File: config.mk
export PLATFORM = sky130hd
export DESIGN_NAME = vid_dma_seq
export DESIGN_NICKNAME = d
export VERILOG_FILES = /design/src/rtl/vid_dma_pkg.sv /design/src/rtl/vid_dma_decode.sv /design/src/rtl/vid_dma_fetch.sv /design/src/rtl/vid_dma_mover.sv /design/src/rtl/vid_dma_seq.sv
export SDC_FILE = /design/constraint.sdc
export NUM_CORES = 1
export LEC_CHECK = 0
export ABC_AREA = 1
export ABC_CLOCK_PERIOD_IN_PS = 3700
export BUFFER_PORTS_ARGS = -buffer_cell sky130_fd_sc_hd__buf_4
export CORE_AREA = 2 2 171 140
export DETAILED_ROUTE_END_ITERATION = 10
export DIE_AREA = 0 0 173 142
export GPL_TIMING_DRIVEN = 1
export PLACE_DENSITY_LB_ADDON = 0.3
export SLEW_MARGIN = 25
export SYNTH_ARGS = -nofsm -noshare
export SYNTH_HDL_FRONTEND = slang
export SYNTH_SLANG_ARGS = --single-unit
File: constraint.sdc
create_clock -name clk -period 3.7 [get_ports clk]
set_clock_uncertainty 0.05 [all_clocks]
set_input_delay 0.37 -clock clk [delete_from_list [all_inputs] [get_ports clk]]
set_output_delay 0.37 -clock clk [all_outputs]
set_load 0.1 [all_outputs]
File: src/rtl/vid_dma_pkg.sv
package vid_dma_pkg;
   localparam int WORD_W     = 32;
   localparam int INSN_BYTES = 8;
   localparam int CNT_W      = 12;
   localparam int POS_W      = 12;
   localparam int TYP_W      = 3;
   localparam int OPC_W      = 3;

   localparam int B_LEGAL  = 31;
   localparam int B_OPC_LO = 28;
   localparam int B_IRQ    = 27;
   localparam int B_TYP_LO = 24;
   localparam int B_POS_LO = 12;
   localparam int B_CNT_LO = 0;

   localparam logic [OPC_W-1:0] OPC_SYNC_ODD  = 3'd0;
   localparam logic [OPC_W-1:0] OPC_SYNC_EVEN = 3'd1;
   localparam logic [OPC_W-1:0] OPC_JUMP      = 3'd2;
   localparam logic [OPC_W-1:0] OPC_LINE      = 3'd3;
   localparam logic [OPC_W-1:0] OPC_CONT      = 3'd4;

   typedef enum logic [1:0] {
      SQ_IDLE,
      SQ_FETCH,
      SQ_SYNC,
      SQ_MOVE
   } seq_state_e;

   typedef struct packed {
      logic             legal;
      logic [OPC_W-1:0] opc;
      logic             irq;
      logic [TYP_W-1:0] typ;
      logic [POS_W-1:0] pos;
      logic [CNT_W-1:0] cnt;
   } insn_t;
endpackage

File: src/rtl/vid_dma_decode.sv
module vid_dma_decode
   import vid_dma_pkg::*;
(
   input  logic [WORD_W-1:0] cmd_word,
   output insn_t             insn
);
   logic [OPC_W-1:0] opc_f;

   assign opc_f = cmd_word[B_OPC_LO +: OPC_W];

   always_comb begin
      insn.opc   = opc_f;
      insn.legal = cmd_word[B_LEGAL] && (opc_f <= OPC_CONT);
      insn.irq   = cmd_word[B_IRQ];
      insn.typ   = cmd_word[B_TYP_LO +: TYP_W];
      insn.pos   = cmd_word[B_POS_LO +: POS_W];
      insn.cnt   = cmd_word[B_CNT_LO +: CNT_W];
   end
endmodule

File: src/rtl/vid_dma_fetch.sv
module vid_dma_fetch
   import vid_dma_pkg::*;
#(
   parameter int AW = 32
) (
   input  logic              clk,
   input  logic              rst_n,
   input  logic              go,
   input  logic [AW-1:0]     go_pc,
   output logic              pm_req,
   output logic [AW-1:0]     pm_addr,
   input  logic              pm_rvalid,
   input  logic [WORD_W-1:0] pm_rdata,
   output logic              done,
   output logic [WORD_W-1:0] cmd_word,
   output logic [WORD_W-1:0] arg_word
);
   localparam logic [AW-1:0] WORD_STEP = AW'(WORD_W / 8);

   typedef enum logic [1:0] {PH_IDLE, PH_CMD, PH_ARG} phase_e;

   phase_e phase;

   generate
      if (AW < 8 || AW > WORD_W) begin : g_bad_aw
         $error("vid_dma_fetch: AW must lie in 8..32");
      end
   endgenerate

   always_ff @(posedge clk) begin
      if (!rst_n) begin
         phase    <= PH_IDLE;
         pm_addr  <= '0;
         cmd_word <= '0;
         arg_word <= '0;
         done     <= 1'b0;
      end else begin
         done <= 1'b0;
         case (phase)
            PH_IDLE: begin
               if (go) begin
                  phase   <= PH_CMD;
                  pm_addr <= go_pc;
               end
            end
            PH_CMD: begin
               if (pm_rvalid) begin
                  cmd_word <= pm_rdata;
                  pm_addr  <= pm_addr + WORD_STEP;
                  phase    <= PH_ARG;
               end
            end
            PH_ARG: begin
               if (pm_rvalid) begin
                  arg_word <= pm_rdata;
                  phase    <= PH_IDLE;
                  done     <= 1'b1;
               end
            end
            default: phase <= PH_IDLE;
         endcase
      end
   end

   assign pm_req = (phase != PH_IDLE);

   // an outstanding read keeps its request and address
   a_r2_req_held: assert property (@(posedge clk) disable iff (!rst_n)
      (pm_req && !pm_rvalid) |=> (pm_req && $stable(pm_addr)));

   // the completion strobe lasts one cycle
   a_r2_done_pulse: assert property (@(posedge clk) disable iff (!rst_n)
      done |=> !done);
endmodule

File: src/rtl/vid_dma_mover.sv
module vid_dma_mover
   import vid_dma_pkg::*;
#(
   parameter int AW   = 32,
   parameter int PX_W = 8
) (
   input  logic             clk,
   input  logic             rst_n,
   input  logic             load,
   input  logic [AW-1:0]    ld_addr,
   input  logic [POS_W-1:0] ld_pos,
   input  logic [CNT_W-1:0] ld_cnt,
   input  logic [TYP_W-1:0] ld_typ,
   input  logic             ld_sol,
   input  logic             px_valid,
   input  logic [PX_W-1:0]  px_data,
   output logic             px_ready,
   output logic             wr_valid,
   output logic [AW-1:0]    wr_addr,
   output logic [PX_W-1:0]  wr_data,
   output logic [CNT_W-1:0] wr_cnt,
   output logic [POS_W-1:0] wr_pos,
   output logic [TYP_W-1:0] wr_typ,
   output logic             wr_sol,
   output logic             done
);
   localparam logic [CNT_W-1:0] ONE_LEFT = CNT_W'(1);

   logic             active;
   logic [CNT_W-1:0] left;
   logic             hs;

   generate
      if (PX_W < 1 || PX_W > 64) begin : g_bad_px
         $error("vid_dma_mover: PX_W must lie in 1..64");
      end
   endgenerate

   assign hs   = active && px_valid;
   assign done = hs && (left == ONE_LEFT);

   always_ff @(posedge clk) begin
      if (!rst_n) begin
         active  <= 1'b0;
         left    <= '0;
         wr_addr <= '0;
         wr_pos  <= '0;
         wr_cnt  <= '0;
         wr_typ  <= '0;
         wr_sol  <= 1'b0;
      end else if (load) begin
         active  <= 1'b1;
         left    <= ld_cnt;
         wr_addr <= ld_addr;
         wr_pos  <= ld_pos;
         wr_cnt  <= ld_cnt;
         wr_typ  <= ld_typ;
         wr_sol  <= ld_sol;
      end else if (hs) begin
         left    <= left - ONE_LEFT;
         wr_addr <= wr_addr + AW'(1);
         wr_pos  <= wr_pos + POS_W'(1);
         wr_sol  <= 1'b0;
         if (left == ONE_LEFT) active <= 1'b0;
      end
   end

   assign px_ready = active;
   assign wr_valid = hs;
   assign wr_data  = px_data;

   // a new run is never loaded over an unfinished one
   a_r7_load_idle: assert property (@(posedge clk) disable iff (!rst_n)
      load |-> !px_ready);

   // the final byte closes the run
   a_r6_last_closes: assert property (@(posedge clk) disable iff (!rst_n)
      done |=> !px_ready);

   // without a byte, address and position do not move
   a_r6_hold_on_gap: assert property (@(posedge clk) disable iff (!rst_n)
      (px_ready && !px_valid) |=> ($stable(wr_addr) && $stable(wr_pos)));
endmodule

File: src/rtl/vid_dma_seq.sv
module vid_dma_seq
   import vid_dma_pkg::*;
#(
   parameter int AW      = 32,
   parameter int PX_W    = 8,
   parameter bit IRQ_REG = 1'b1
) (
   input  logic              clk,
   input  logic              rst_n,
   input  logic              start,
   input  logic [AW-1:0]     base_addr,
   input  logic              stop,
   output logic              pm_req,
   output logic [AW-1:0]     pm_addr,
   input  logic              pm_rvalid,
   input  logic [WORD_W-1:0] pm_rdata,
   input  logic              fld_odd,
   input  logic              fld_even,
   input  logic              px_valid,
   input  logic [PX_W-1:0]   px_data,
   output logic              px_ready,
   output logic              wr_valid,
   output logic [AW-1:0]     wr_addr,
   output logic [PX_W-1:0]   wr_data,
   output logic [CNT_W-1:0]  wr_cnt,
   output logic [POS_W-1:0]  wr_pos,
   output logic [TYP_W-1:0]  wr_typ,
   output logic              wr_sol,
   output logic              irq,
   output logic              err,
   output logic              busy
);
   localparam logic [AW-1:0] PC_STEP = AW'(INSN_BYTES);

   seq_state_e        st, st_nx;
   logic [AW-1:0]     pc, pc_nx;
   logic              stop_pend;
   logic              f_go, f_done;
   logic [WORD_W-1:0] f_cmd, f_arg;
   insn_t             insn;
   logic [AW-1:0]     arg_addr;
   logic              fin, ld, set_err, fld_hit, is_jump;

   generate
      if (AW < 8 || AW > WORD_W) begin : g_bad_aw
         $error("vid_dma_seq: AW must lie in 8..32");
      end
   endgenerate

   vid_dma_fetch #(.AW(AW)) u_fetch (
      .clk      (clk),
      .rst_n    (rst_n),
      .go       (f_go),
      .go_pc    (pc_nx),
      .pm_req   (pm_req),
      .pm_addr  (pm_addr),
      .pm_rvalid(pm_rvalid),
      .pm_rdata (pm_rdata),
      .done     (f_done),
      .cmd_word (f_cmd),
      .arg_word (f_arg)
   );

   vid_dma_decode u_dec (
      .cmd_word(f_cmd),
      .insn    (insn)
   );

   assign arg_addr = f_arg[AW-1:0];
   assign fld_hit  = (insn.opc == OPC_SYNC_ODD) ? fld_odd : fld_even;
   assign is_jump  = (insn.opc == OPC_JUMP);

   always_comb begin
      st_nx   = st;
      pc_nx   = pc;
      f_go    = 1'b0;
      ld      = 1'b0;
      fin     = 1'b0;
      set_err = 1'b0;
      case (st)
         SQ_IDLE: begin
            if (start) begin
               pc_nx = base_addr;
               f_go  = 1'b1;
               st_nx = SQ_FETCH;
            end
         end
         SQ_FETCH: begin
            if (f_done) begin
               if (!insn.legal) begin
                  set_err = 1'b1;
                  st_nx   = SQ_IDLE;
               end else begin
                  case (insn.opc)
                     OPC_SYNC_ODD, OPC_SYNC_EVEN: st_nx = SQ_SYNC;
                     OPC_JUMP: fin = 1'b1;
                     default: begin
                        if (insn.cnt == '0) begin
                           fin = 1'b1;
                        end else begin
                           ld    = 1'b1;
                           st_nx = SQ_MOVE;
                        end
                     end
                  endcase
               end
            end
         end
         SQ_SYNC: begin
            if (stop || stop_pend) st_nx = SQ_IDLE;
            else if (fld_hit)      fin   = 1'b1;
         end
         SQ_MOVE: begin
            fin = u_mov_done;
         end
         default: st_nx = SQ_IDLE;
      endcase
      if (fin) begin
         pc_nx = (st == SQ_FETCH && is_jump) ? arg_addr : pc + PC_STEP;
         if (stop || stop_pend) begin
            st_nx = SQ_IDLE;
         end else begin
            f_go  = 1'b1;
            st_nx = SQ_FETCH;
         end
      end
   end

   logic u_mov_done;

   vid_dma_mover #(.AW(AW), .PX_W(PX_W)) u_mov (
      .clk     (clk),
      .rst_n   (rst_n),
      .load    (ld),
      .ld_addr (arg_addr),
      .ld_pos  (insn.pos),
      .ld_cnt  (insn.cnt),
      .ld_typ  (insn.typ),
      .ld_sol  (insn.opc == OPC_LINE),
      .px_valid(px_valid),
      .px_data (px_data),
      .px_ready(px_ready),
      .wr_valid(wr_valid),
      .wr_addr (wr_addr),
      .wr_data (wr_data),
      .wr_cnt  (wr_cnt),
      .wr_pos  (wr_pos),
      .wr_typ  (wr_typ),
      .wr_sol  (wr_sol),
      .done    (u_mov_done)
   );

   always_ff @(posedge clk) begin
      if (!rst_n) begin
         st        <= SQ_IDLE;
         pc        <= '0;
         stop_pend <= 1'b0;
         err       <= 1'b0;
      end else begin
         st        <= st_nx;
         pc        <= pc_nx;
         stop_pend <= (st_nx == SQ_IDLE) ? 1'b0 : (stop_pend || stop);
         if (st == SQ_IDLE && start) err <= 1'b0;
         else if (set_err)           err <= 1'b1;
      end
   end

   generate
      if (IRQ_REG) begin : g_irq_reg
         logic irq_q;
         always_ff @(posedge clk) begin
            if (!rst_n) irq_q <= 1'b0;
            else        irq_q <= fin && insn.irq;
         end
         assign irq = irq_q;
      end else begin : g_irq_comb
         assign irq = fin && insn.irq;
      end
   endgenerate

   assign busy = (st != SQ_IDLE);

   // a halted sequencer is idle and fetches nothing
   a_r3_err_halts: assert property (@(posedge clk) disable iff (!rst_n)
      err |-> (!busy && !pm_req));

   // pixels are taken only during a byte run
   a_r7_ready_in_run: assert property (@(posedge clk) disable iff (!rst_n)
      px_ready |-> (st == SQ_MOVE));

   // interrupt is a single-cycle pulse
   a_r8_irq_pulse: assert property (@(posedge clk) disable iff (!rst_n)
      irq |=> !irq);

   // sync-odd stays waiting without its strobe or a stop
   a_r4_odd_waits: assert property (@(posedge clk) disable iff (!rst_n)
      (st == SQ_SYNC && insn.opc == OPC_SYNC_ODD && !fld_odd && !stop && !stop_pend)
      |=> (st == SQ_SYNC));

   // sync-even stays waiting without its strobe or a stop
   a_r4_even_waits: assert property (@(posedge clk) disable iff (!rst_n)
      (st == SQ_SYNC && insn.opc == OPC_SYNC_EVEN && !fld_even && !stop && !stop_pend)
      |=> (st == SQ_SYNC));
endmodule

; ---- After elaboration in Yosys (flattened, before gate mapping)
; Index checks and enable logic that the tools add are counted.
[classes]
addsub = 5
bitwise_logic = 1
n_reduce_logical = 27
eq_ne = 12
n_mux = 52
order_cmp = 1
[ops]
columns = operator, n
row1 = $mux 32, 8
row2 = $pmux 32 s2, 1
row3 = $mux 12, 4
row4 = $add 32x1->32 const B, 1
row5 = $add 32x3->32 const B, 1
row6 = $add 32x4->32 const B, 1
row7 = $mux 1, 25
row8 = $mux 2, 9
row9 = $add 12x1->12 const B, 1
row10 = $eq 12x1->1 const B, 1
row11 = $logic_not 12->1, 1
row12 = $pmux 2 s3, 2
row13 = $sub 12x1->12 const B, 1
row14 = $reduce_bool 2->1, 5
row15 = $reduce_and 2->1, 4
row16 = $eq 2x2->1 const B, 3
row17 = $eq 3x2->1 const B, 2
row18 = $logic_and 1x1->1, 6
row19 = $logic_not 2->1, 3
row20 = $ne 2x2->1 const B, 3
row21 = $reduce_and 3->1, 2
row22 = $reduce_or 2->1, 3
row23 = $eq 2x1->1 const B, 2
row24 = $pmux 2 s2, 1
row25 = 8 further kinds, 8
[totals]
elab_cells = 115
input_bits = 80
register_bits = 209
out_inout_bits = 106

; ---- Depth between registers and ports, before layout
; Gate-level depths: netlist of the first run.
[depth]
word_depth = 9
ltp_mapped = 16
ltp_nobuf = 15

; ---- Modules after synthesis
; A second synthesis of the first run with hierarchy kept.
[unflattened]
hier_cells = 1996
area_unflattened_um2 = 12639.6
[modules_own_cells]
columns = mod, instances, area_per_inst_um2, cells_per_inst, seq_area_each_um2
row1 = vid_dma_fetch, 1, 4687.0, 697, 1981.9
row2 = vid_dma_mover, 1, 4404.2, 694, 1461.4
row3 = vid_dma_seq, 1, 3296.9, 569, 740.7
row4 = vid_dma_decode, 1, 251.5, 36, 0.0

; ---- Worst setup path before layout of the first run
; OpenSTA, ideal clock, no wires.
[synth_path]
kind = flip-flop to flip-flop
start = reg u_mov.active, in the netlist u_mov.px_ready
end = reg u_mov.wr_pos[9]
setup_ps = 70
synth_period_minus_slack_ps = 2975
slack_ps = 725
n_path_buf = 1
path_stages_with_launch = 7
t_arrival_ps = 2855
t_required_ps = 3580
cell_sequence = dfxtp_1 -> nand2_2 -> clkinv_4 -> clkbuf_1 -> nand2_1 -> xor2_1 -> a21oi_1
[synth_between]
elab_chain_len = 2
[synth_rtl]
columns = item, line_no
row1 = start: declaration, vid_dma_mover.sv:29  ; logic active;
row2 = start signal: assignment, vid_dma_mover.sv:44  ; active <= 1'b0;
row3 = start signal: assignment, vid_dma_mover.sv:52  ; active <= 1'b1;
row4 = start signal: assignment, vid_dma_mover.sv:64  ; if (left == ONE_LEFT) active <= 1'b0;
row5 = $logic_and 1x1->1, vid_dma_mover.sv:39  ; assign hs = active && px_valid;
row6 = via wr_valid, vid_dma_seq.sv:22  ; output logic wr_valid,
row7 = $reduce_bool 2->1 (no line), n/a
row8 = end signal: assignment, vid_dma_mover.sv:55  ; wr_pos <= ld_pos;
row9 = end signal: assignment, vid_dma_mover.sv:62  ; wr_pos <= wr_pos + POS_W'(1);
row10 = end: declaration, vid_dma_mover.sv:22  ; output logic [POS_W-1:0] wr_pos,
; The timed path passes the listed nets, and every way through them passes these cells.
; A chain may end at the register's enable or synchronous reset.

; ---- Worst setup path in the final report of the first run
[layout_path]
start = reg u_fetch.cmd_word[29]
end = reg u_mov.wr_pos[11]
[layout_between]
elab_chain_len = 7
elab_cells_between_ends = 12
cone_classes = 1 x order compare / 2 x eq/ne / 5 x mux / 4 x reduce/logical
[layout_rtl]
columns = item, line_no
row1 = start: declaration, vid_dma_fetch.sv:15  ; output logic [WORD_W-1:0] cmd_word,
row2 = start signal: assignment, vid_dma_fetch.sv:48  ; cmd_word <= pm_rdata;
row3 = $eq 3x2->1 (tied with other cells), vid_dma_seq.sv:94  ; case (insn.opc)
row4 = $reduce_or 3->1 (no line), n/a
row5 = $mux 1, vid_dma_seq.sv:94
row6 = $mux 1 (*), vid_dma_seq.sv:90  ; if (!insn.legal) begin
row7 = $mux 1 (*), vid_dma_seq.sv:89  ; if (f_done) begin
row8 = $mux 1 (*), vid_dma_seq.sv:80  ; case (st)
row9 = $mux 12 or $reduce_bool 2->1 (tied branches), n/a
; Mark *: on every way between the ends. The rest lies on a longest branch, timed or not.

==> out/metrics.cfg, run 1 <==
[detailed_routing]
via_count = 12610
first_pass_iters = 6
vias_per_cell = 5.545
postRouteAntennaNets = 0
drc = 0
first_iter_violations = 1562
wl_per_cell_um = 17.97
wirelength_um = 40870

[synth]
post_synth.cell_area_avg_um2 = 6.416
ys_ff_latch = 209
synthCells = 1822
yosys_warnings = 0
synth_edf_count = 0
ys.flop_type = dfxtp_1
ys_seq_area_share_pct = 35.79
synth-async-reset-ratio_pct = 0
synth_nets = 1908
synth_cell_types = 42
syn_area_mm2 = 0.01169

[timing]
maxSlewHeadroom_pct = 39.78
finalCriticalPeriod_ps = 2829
hold_ws_ps = 39.89
finalCritPeriodShare_pct = 76.46
drv_slew = 0
rsz0062_at_grt = no
fmax_mhz = 353.5
setup-tns-final_ps = 0
finalSetupViolations = 0
finalHoldViolations = 0
tightest_slew_ps = 903.3

[min_path]
hp-class = input pin to flop
holdPathStages = 3
min_to = u_fetch.cmd_word[17]$_SDFFE_PN0P_
holdCritStartpoint = pm_rdata[17]

[worst_setup_path]
critical_path_class = flop to flop
critPathCaptureType = flop
r2r_slack_ps = 870
r2r_cells = 13
cp.required_ps = 4120
worstPathMaxFanout = 79
timing.rr.start = u_fetch.cmd_word[29]$_SDFFE_PN0P_
r2r_end = u_mov.wr_pos[11]$_SDFFE_PN0P_
cp.arrival_ps = 3240
cp-start-kind = flop

[floorplanning]
io_pins = 186
core_mm2 = 0.02290
die_w_um = 173
num_rows = 50
die_y_um = 142
dieArea_mm2 = 0.02457
start_util_pct = 51.05

[grt]
gr-total-overflow = 0
grt_pass1_vias = 11340
grt_first_pass_wirelength_um = 62980
grt_usage_pct = 32.37
grt_max_degree = 98
antenna_found_initial = 0

[cts]
root_buffer = clkbuf_16
postCtsHoldBufs = 0
path_clk_slew_ps = 60
clock_sinks = 209
post_cts_resized = 0
clock_latency_ps = 520
clockBufferDepth = 3
cts_buffers = 23
post_cts_buffers = 0
cts_tree = done
htreeDepth = 1

[place]
post-dp-hpwl_um = 30120
finalWeightedCongestion = 0.9694
placedCellCount = 2232
numPortBuffers = 169

[flow_run]
cap_violations = 0

[cells_and_area]
final_common_cell = nand2_1
fin_nets = 2031
layout-drive-gt1-share_pct = 14.02
diodes = 0
final_cell_mix = nand2_1, nor2_1, dfxtp_1, buf_4, inv_1
stdcell_count = 2274
syn2layout_area_growth_pct = 18.11

[pwr]
power_uw = 5903
irDropWorstVdd_v = 0.0003076
power_density_mw_per_mm2 = 427.5
cellLeakagePower_uw = 0.005741

[outcome]
outcome = finished, final reports clean

## area by class of cell
class	instances	area [um^2]
clock buffer	29	618.1
clock inverter	13	151.4
fill	2213	9090
inverter	181	686.9
multi-input combinational	1346	6395
sequential	209	4184
tap	312	390.4
timing repair buffer	184	1381
## synth_stat cells, types with 9 or more instances
library cell | instances | area, um^2
buf_2 | 18 | 90.09
o21ai_0 | 146 | 730.7
dfxtp_1 | 209 | 4184
xnor2_1 | 15 | 131.4
nor3_1 | 26 | 130.1
nand2_1 | 457 | 1715
o21ai_1 | 19 | 95.09
o22ai_1 | 16 | 100.1
o211ai_1 | 11 | 82.58
buf_4 | 12 | 90.09
inv_1 | 170 | 638.1
nand4_1 | 18 | 112.6
nor2_1 | 255 | 957.2
clkbuf_1 | 47 | 176.4
or2_2 | 9 | 56.30
nand3_1 | 137 | 685.7
a21oi_1 | 131 | 655.6
xor2_1 | 41 | 359.1
## through the flow
| step | area [um^2] | util [%] | setup WS [ps] |
|---|---|---|---|
| global route | 13810 | 60.30 | 657.1 |
| floorplan | 11690 | - | 724.8 |
| finish | 13810 | 60.30 | 871.0 |
| global placement | 13040 | 56.94 | 1047 |
| CTS | 13810 | 60.30 | 958.0 |
| detailed placement | 13040 | 56.94 | 917.8 |
## kinds of logic (layout without fill, tap and decap cells)
logic type	count (synthesis)	count (layout)	synth area share, %
xor gates and xnor gates	56	56	4.196
AOI/OAI and AO/OA	341	341	15.55
and+or+nand+nor	942	942	34.16
adders and majority gates	6	6	0.6422
muxes	1	1	0.08563
DFF	209	209	35.79
buffers and inverters	267	407	9.569
## layer usage
metal / track usage [%] / up-vias / routed length [um]
li1: - / 6134 / -
met1: 49.71 / 5797 / 18880
met2: 46.06 / 594 / 16620
met3: 3.499 / 84 / 3848
met4: 12.49 / 0 / 1519
met5: 0 / - / 0
## where the power goes
| group | internal (uW) | leakage (uW) | switching [uW] |
|---|---|---|---|
| sequential | 2350 | 0.00170 | 121 |
| combinational | 274 | 0.00367 | 772 |
| clock | 1400 | 0.000373 | 986 |
## how the worst max path moves through the flow
| stage | from | end | slack (ps) | depth (start not counted) |
|---|---|---|---|---|
| 2_1_floorplan | u_mov.px_ready$_SDFFE_PN0P_ | u_mov.wr_pos[9]$_SDFFE_PN0P_ | 720 | 6 |
| 3_3_place_gp | px_valid | u_fetch.pm_addr[5]$_SDFFE_PN0P_ | 1050 | 16 |
| 3_5_place_dp | px_valid | u_fetch.pm_addr[20]$_SDFFE_PN0P_ | 920 | 16 |
| 4_1_cts | u_fetch.cmd_word[29]$_SDFFE_PN0P_ | u_mov.wr_pos[11]$_SDFFE_PN0P_ | 960 | 13 |
| 5_1_grt | u_fetch.cmd_word[29]$_SDFFE_PN0P_ | u_mov.wr_addr[20]$_SDFFE_PN0P_ | 660 | 13 |
| 6_report | u_fetch.cmd_word[29]$_SDFFE_PN0P_ | u_mov.wr_pos[11]$_SDFFE_PN0P_ | 870 | 13 |
## registers in the layout, summed over array words and instances (netlist names), 3 cells and up
signal,cells
u_fetch.arg_word,32
u_fetch.cmd_word,32
u_mov.wr_addr,32
u_mov.wr_pos,12
u_mov.wr_typ,3
pc,32
u_mov.wr_cnt,12
u_fetch.pm_addr,32
u_mov.left,12
## critical path, cell delays in order (launching register included)
cell and delay [ps]:
dfxtp_1 440, inv_2 70, nor3_2 160, nor2_1 70
nand2_2 130, inv_1 70, nand2_2 70, buf_4 660
nand2_1 200, inv_2 380, nand2_1 100, o211ai_1 110
nand2_1 70, inv_1 80
No activity file was read; power rests on OpenSTA's default activity.
==> inputs of run 2 (changes only) <==
ABC_AREA = 0   (was 1)
ABC_CLOCK_PERIOD_IN_PS = 2550   (was 3700)
CORE_AREA = 2 2 163 133   (was 2 2 171 140)
DIE_AREA = 0 0 165 135   (was 0 0 173 142)
clock period = 2.55 ns   (was 3.7 ns; I/O delays follow)
==> run 2 against run 1 <==
Effect of this change:
- design area down 2.1%
- critical path type unchanged
- register-to-register slack got worse by 790 ps
- largest cell class unchanged
- routed wire length is 16% lower
- die area shrank 9.3%
- worst setup slack got worse by 790 ps
- cell count shrank 19%
- flip-flop and latch count unchanged
- highest routed layer unchanged
- total power is 42% higher
- first-iteration DRC count shrank 26%
- sequential power is 42% higher
==> out/metrics.cfg, run 2 <==
[outcome]
outcome = finished, final reports clean

[detailed_routing]
dr_wl_met3_um = 2552  ; -34%
first_pass_iters = 5  ; -1
postRouteAntennaNets = 0  ; unchanged
via_count = 10990  ; -13%
drc = 0  ; unchanged
wirelength_um = 34350  ; -16%
met2_length_um = 15240  ; -8.3%
wl_met1_um = 15540  ; -18%
vias_per_cell = 5.960  ; +7.5%
highest_layer = met4
first_iter_violations = 1154  ; -26%
wl_per_cell_um = 18.63  ; +3.6%

[synth]
synth-async-reset-ratio_pct = 0  ; unchanged
post_synth.cell_area_avg_um2 = 7.637  ; +19%
yosys.area.top_type_share_pct = 40.13  ; +4.3 points
ys_seq_area_share_pct = 40.13  ; +4.3 points
synth_edf_count = 0  ; unchanged
syn_area_mm2 = 0.01042  ; -11%
yosys_warnings = 0  ; unchanged
synth_cell_types = 71  ; +69%
synth_most_common_cell = nand2_1
synthCells = 1365  ; -25%
ys.flop_type = dfxtp_1
synthTopCellsByCount = nand2_1, dfxtp_1, a21oi_1, nor2_1, clkbuf_1
synth_area_leaders = dfxtp_1, nand2_1, a21oi_1, nor2_1, xnor2_1
ys_ff_latch = 209  ; unchanged
synth_top_cell_by_area = dfxtp_1
synth_nets = 1451  ; -24%

[cells_and_area]
fin_nets = 1642  ; -19%
final_cell_mix = nand2_1, buf_4, dfxtp_1, a21oi_1, nor2_1
syn2layout_area_growth_pct = 29.68
final_util_pct = 65.87  ; +5.6 points
final_common_cell = nand2_1
layout-drive-gt1-share_pct = 22.06  ; +8.0 points
final_area_mm2 = 0.01352  ; -2.1%
stdcell_count = 1844  ; -19%
nFillCells = 1748  ; -21%

[worst_setup_path]
cp.required_ps = 2880  ; -1240 ps
cp-start-kind = flop
worstPathMaxFanout = 9  ; -89%
critical_path_class = flop to flop
cp.arrival_ps = 2810  ; -430 ps
critPathCaptureType = flop

[pwr]
p_clk_share_pct = 43.6  ; +3.2 points
cellLeakagePower_uw = 0.005273  ; -8.1%
p_sw_uw = 2361  ; +26%
combPwrFrac_pct = 14.4  ; -3.3 points
irDropWorstVdd_v = 0.0004371  ; +42%
pwr-share-seq_pct = 42.0  ; about the same
power_density_mw_per_mm2 = 617.9  ; +45%
switching_share_pct = 28.26  ; -3.6 points
power_uw = 8353  ; +42%
p_int_uw = 5993  ; +49%

[timing]
maxSlewHeadroom_pct = 54.42  ; +15 points
finalCriticalPeriod_ps = 2473  ; -356.0 ps
finalHoldViolations = 0  ; unchanged
drv_slew = 0  ; unchanged
rsz0062_at_grt = yes
finalSetupViolations = 0  ; unchanged
setup-tns-final_ps = 0  ; unchanged
fmax_mhz = 404.4  ; +14%
tightest_slew_ps = 683.6  ; -219.7 ps
finalCritPeriodShare_pct = 96.98  ; +21 points

[place]
place_area_mm2 = 0.01223  ; -6.2%
numPortBuffers = 169  ; unchanged
finalWeightedCongestion = 0.9065  ; -6.5%
post-dp-hpwl_um = 24220  ; -20%
placedCellCount = 1764  ; -21%

[grt]
grt_first_pass_wirelength_um = 52470  ; -17%
grt_max_degree = 94  ; -4.1%
gr-total-overflow = 0  ; unchanged
antenna_found_initial = 1  ; +1
grt_usage_pct = 29.70  ; -2.7 points
grt_pass1_vias = 9940  ; -12%

[floorplanning]
io_pins = 186  ; unchanged
start_util_pct = 50.80  ; -0.26 points
num_rows = 47  ; -6.0%
die_y_um = 135  ; -4.9%
core_mm2 = 0.02052  ; -10%
die_w_um = 165  ; -4.6%
dieArea_mm2 = 0.02228  ; -9.3%

[cts]
path_clk_slew_ps = 60  ; about the same
cts_buffers = 23  ; unchanged
clockBufferDepth = 3  ; unchanged
cts_tree = done
root_buffer = clkbuf_16
clock_sinks = 209  ; unchanged
htreeDepth = 1  ; unchanged
clock_latency_ps = 520  ; about the same

[flow_run]
cap_violations = 0  ; unchanged

[min_path]
hp-class = input pin to flop

==> run 2: path summary, 6_finish.rpt <==
path | start | end | slack, ps | cells after the start
hold reg to reg | u_fetch.cmd_word[21]$_SDFFE_PN0P_ | u_fetch.cmd_word[21]$_SDFFE_PN0P_ | 400 | 2
setup reg to reg | u_fetch.cmd_word[6]$_SDFFE_PN0P_ | u_fetch.pm_addr[16]$_SDFFE_PN0P_ | 80 | 9
setup / recovery | u_fetch.cmd_word[6]$_SDFFE_PN0P_ | u_fetch.pm_addr[16]$_SDFFE_PN0P_ | 80 | 9
hold / removal | base_addr[2] | pc[2]$_SDFF_PN0_ | 50 | 3
==> run 2: logic make-up after synthesis <==
group / synth area share (%)
AO/OA/AOI/OAI: 19.59
buffers and inverters: 4.837
multiplexers: 2.028
AND/OR/NAND/NOR: 26.64
XOR/XNOR: 6.049
adder cells (fa/ha/maj): 0.7201
flip-flops: 40.13
==> run 2: power groups by stage <==
stage	clock network, uW	registers (uW)	logic (uW)
6_report	3640	3510	1210
5_1_grt	3800	3520	1270
4_1_cts	3660	3500	1180
3_5_place_dp	0	3570	1130
3_3_place_gp	0	3560	1120
2_1_floorplan	0	3860	499
==> run 2: area by class of cell <==
cell class,instances,area (um^2),area share [%]
Clock inverter,13,181.4,1.342
Tap cell,269,336.6,2.490
Multi-Input combinational cell,1039,5837,43.17
Inverter,15,58.81,0.4350
Timing Repair Buffer,268,2201,16.28
Antenna cell,2,5.005,0.03702
Clock buffer,29,649.4,4.803
Sequential cell,209,4250,31.44
==> run 2: repair_timing <==
action | in CTS | in global routing
setup buffers | 0 | 3
resized for setup | 3 | 16
pin swaps | 0 | 4
hold buffers | 32 | 0
hold endpoints to repair | 59 | 0
gates cloned | 0 | 1
endpoints found under the setup margin | 2 | 25
==> run 2: per-layer routing <==
metal	vias to the layer above	GRT usage, %
li1	5188	-
met3	72	3.839
met5	-	0
met4	0	8.986
met2	477	45.37
met1	5253	43.66
==> run 2: per-stage QoR <==
stage | worst slack, ps | hold WS [ps]
final | 76.94 | 50.44
after global routing | -49.38 | 71.12
after CTS | 9.659 | 32.39
after detailed placement | -63.87 | 398.3
after global placement | 35.14 | 394.2
after floorplan | 2.487 | 341.0
==> run 2: critical path, stage by stage (launching register included) <==
cell and delay (ps):
dfxtp_1 330, nor4_4 330, a31oi_1 130, buf_4 190, o311ai_4 400, buf_12 180, o21ai_1 90, o221ai_1 210
a21oi_1 90, a2111oi_0 320
==> inputs of run 3 (changes only) <==
SETUP_SLACK_MARGIN = 0.1   (was not set)
==> run 3 against run 2 <==
Effect of this change:
- count of clock-buffer cells in the layout rose by 4
- die area did not move
- non-clock buffer count rose by 13
- critical path type unchanged
- critical endpoint is now u_fetch.pm_addr[8]$_SDFFE_PN0P_
- highest routed layer unchanged
==> out/metrics.cfg, run 3 (synthesis results as in run 2) <==
[cts]
clock_sinks = 209  ; unchanged
cts_tree = done
cts_buffers = 23  ; unchanged
clockBufferDepth = 3  ; unchanged
clock_latency_ps = 510  ; about the same
root_buffer = clkbuf_16
path_clk_slew_ps = 60  ; about the same
htreeDepth = 1  ; unchanged

[detailed_routing]
wl_per_cell_um = 19.15  ; +2.8%
wirelength_um = 35470  ; +3.3%
vias_per_cell = 6.035  ; +1.3%
drc = 0  ; unchanged
first_pass_iters = 5  ; unchanged
postRouteAntennaNets = 0  ; unchanged
first_iter_violations = 1394  ; +21%
via_count = 11180  ; +1.7%

[grt]
antenna_found_initial = 0  ; -1
grt_usage_pct = 30.56  ; +0.86 points
gr-total-overflow = 0  ; unchanged
grt_pass1_vias = 10160  ; +2.2%
grt_max_degree = 79  ; -16%
grt_first_pass_wirelength_um = 53880  ; +2.7%

[cells_and_area]
final_common_cell = nand2_1
final_util_pct = 66.86  ; +0.99 points
diodes = 0  ; -2
fin_nets = 1655  ; +0.79%
multi_input_area_mm2 = 0.005936  ; +1.7%
seq_area_mm2 = 0.004288  ; +0.88%
nFillCells = 1689  ; -3.4%
stdcell_count = 1852  ; +0.43%
layout-drive-gt1-share_pct = 24.13  ; +2.1 points
syn2layout_area_growth_pct = 31.62
final_cell_mix = nand2_1, buf_4, dfxtp_1, a21oi_1, nor2_1

[worst_setup_path]
cp-start-kind = flop
critical_path_class = flop to flop
worstPathMaxFanout = 6  ; -3
cp.required_ps = 2920  ; +40 ps
critPathCaptureType = flop
cp.arrival_ps = 2810  ; about the same

[floorplanning]
core_mm2 = 0.02052  ; unchanged
die_y_um = 135  ; unchanged
io_pins = 186  ; unchanged
start_util_pct = 50.80  ; unchanged
num_rows = 47  ; unchanged
dieArea_mm2 = 0.02228  ; unchanged
die_w_um = 165  ; unchanged

[timing]
hold_ws_ps = 61.95  ; +11.51 ps
setup-tns-final_ps = 0  ; unchanged
finalCriticalPeriod_ps = 2443  ; -30.36 ps
finalCritPeriodShare_pct = 95.79  ; -1.2 points
maxSlewHeadroom_pct = 56.76  ; +2.3 points
drv_slew = 0  ; unchanged
tightest_slew_ps = 648.7  ; -34.96 ps
fmax_mhz = 409.4  ; +1.2%
finalHoldViolations = 0  ; unchanged
finalSetupViolations = 0  ; unchanged
rsz0062_at_grt = yes

[pwr]
power_density_mw_per_mm2 = 601.5  ; -2.7%
irDropWorstVdd_v = 0.0004734  ; +8.3%
power_uw = 8253  ; -1.2%
cellLeakagePower_uw = 0.005364  ; +1.7%

[place]
numPortBuffers = 169  ; unchanged
finalWeightedCongestion = 0.9146  ; +0.89%
post-dp-hpwl_um = 24500  ; +1.1%
placedCellCount = 1764  ; unchanged

[outcome]
outcome = finished, final reports clean

[min_path]
hp-class = input pin to flop

[flow_run]
cap_violations = 0  ; unchanged

run 3: cell types whose count changed in the layout (fill, tap and decap cells not counted), moves of 3 or more:
cell | previous run | this run
clkbuf_1 | 2 | 5
dfxtp_2 | 29 | 38
clkinv_2 | 4 | 1
o21ai_0 | 41 | 36
dfxtp_1 | 172 | 156
buf_6 | 1 | 4
buf_4 | 227 | 235
o21ai_1 | 7 | 10
dfxtp_4 | 8 | 15
run 3: worst paths after layout:
kind | from | to | slack (ps) | depth (start not counted)
min | pm_rvalid | u_fetch.phase[0]$_SDFFE_PN0P_ | 60 | 4
max reg2reg | u_fetch.cmd_word[9]$_SDFFE_PN0P_ | u_fetch.pm_addr[8]$_SDFFE_PN0P_ | 110 | 10
min reg2reg | u_mov.wr_cnt[8]$_SDFFE_PN0P_ | u_mov.wr_cnt[8]$_SDFFE_PN0P_ | 400 | 2
max | u_fetch.cmd_word[9]$_SDFFE_PN0P_ | u_fetch.pm_addr[8]$_SDFFE_PN0P_ | 110 | 10
run 3: worst max-delay path: stages, from the launching register on:
cell      delay, ps
dfxtp_1         340
nor4_4          320
a31oi_1         150
buf_4           190
o311ai_4        350
buf_4           200
a21oi_4          70
o21ai_2         150
nand2_1         160
buf_6           210
o22ai_1         180
run 3: layer usage:
metal  vias to the layer above  share of wire (%)  GRT usage, %
li1                       5206                  -             -
met1                      5239                 43         44.41
met2                       621                 44         45.37
met3                       110                 10         4.975
met4                         0                3.7         11.64
met5                         -                  0             0
run 3: area by class of cell:
cell class                 count  share of cell area [%]
multi-input combinational   1039                   43.26
inverter                      15                  0.4286
sequential                   209                   31.25
clock buffer                  33                   4.915
tap                          269                   2.453
timing repair buffer         281                   16.89
clock inverter                 6                  0.8115
run 3: timing repair:
action                                 in CTS  in global routing
setup endpoints to repair                  26                 35
hold buffers                               32                  0
buffers inserted                            2                 13
endpoints found under the hold margin      58                  0
pin swaps                                   1                 24
gates resized for setup                    11                 48
gates cloned                                0                  2
run 3: metrics by stage:
stage | setup slack [ps] | cell area (um^2)
after CTS | 94.60 | 13460
after global routing | 5.477 | 13720
after floorplan | 100.4 | 10530
final | 107.3 | 13720
after detailed placement | -67.66 | 12280
after global placement | 89.73 | 12280
run 3: power by group:
part	internal (uW)	leakage [uW]	switching, uW
registers	3370	0.00172	137
logic	427	0.00326	825
clock network	2130	0.000381	1360
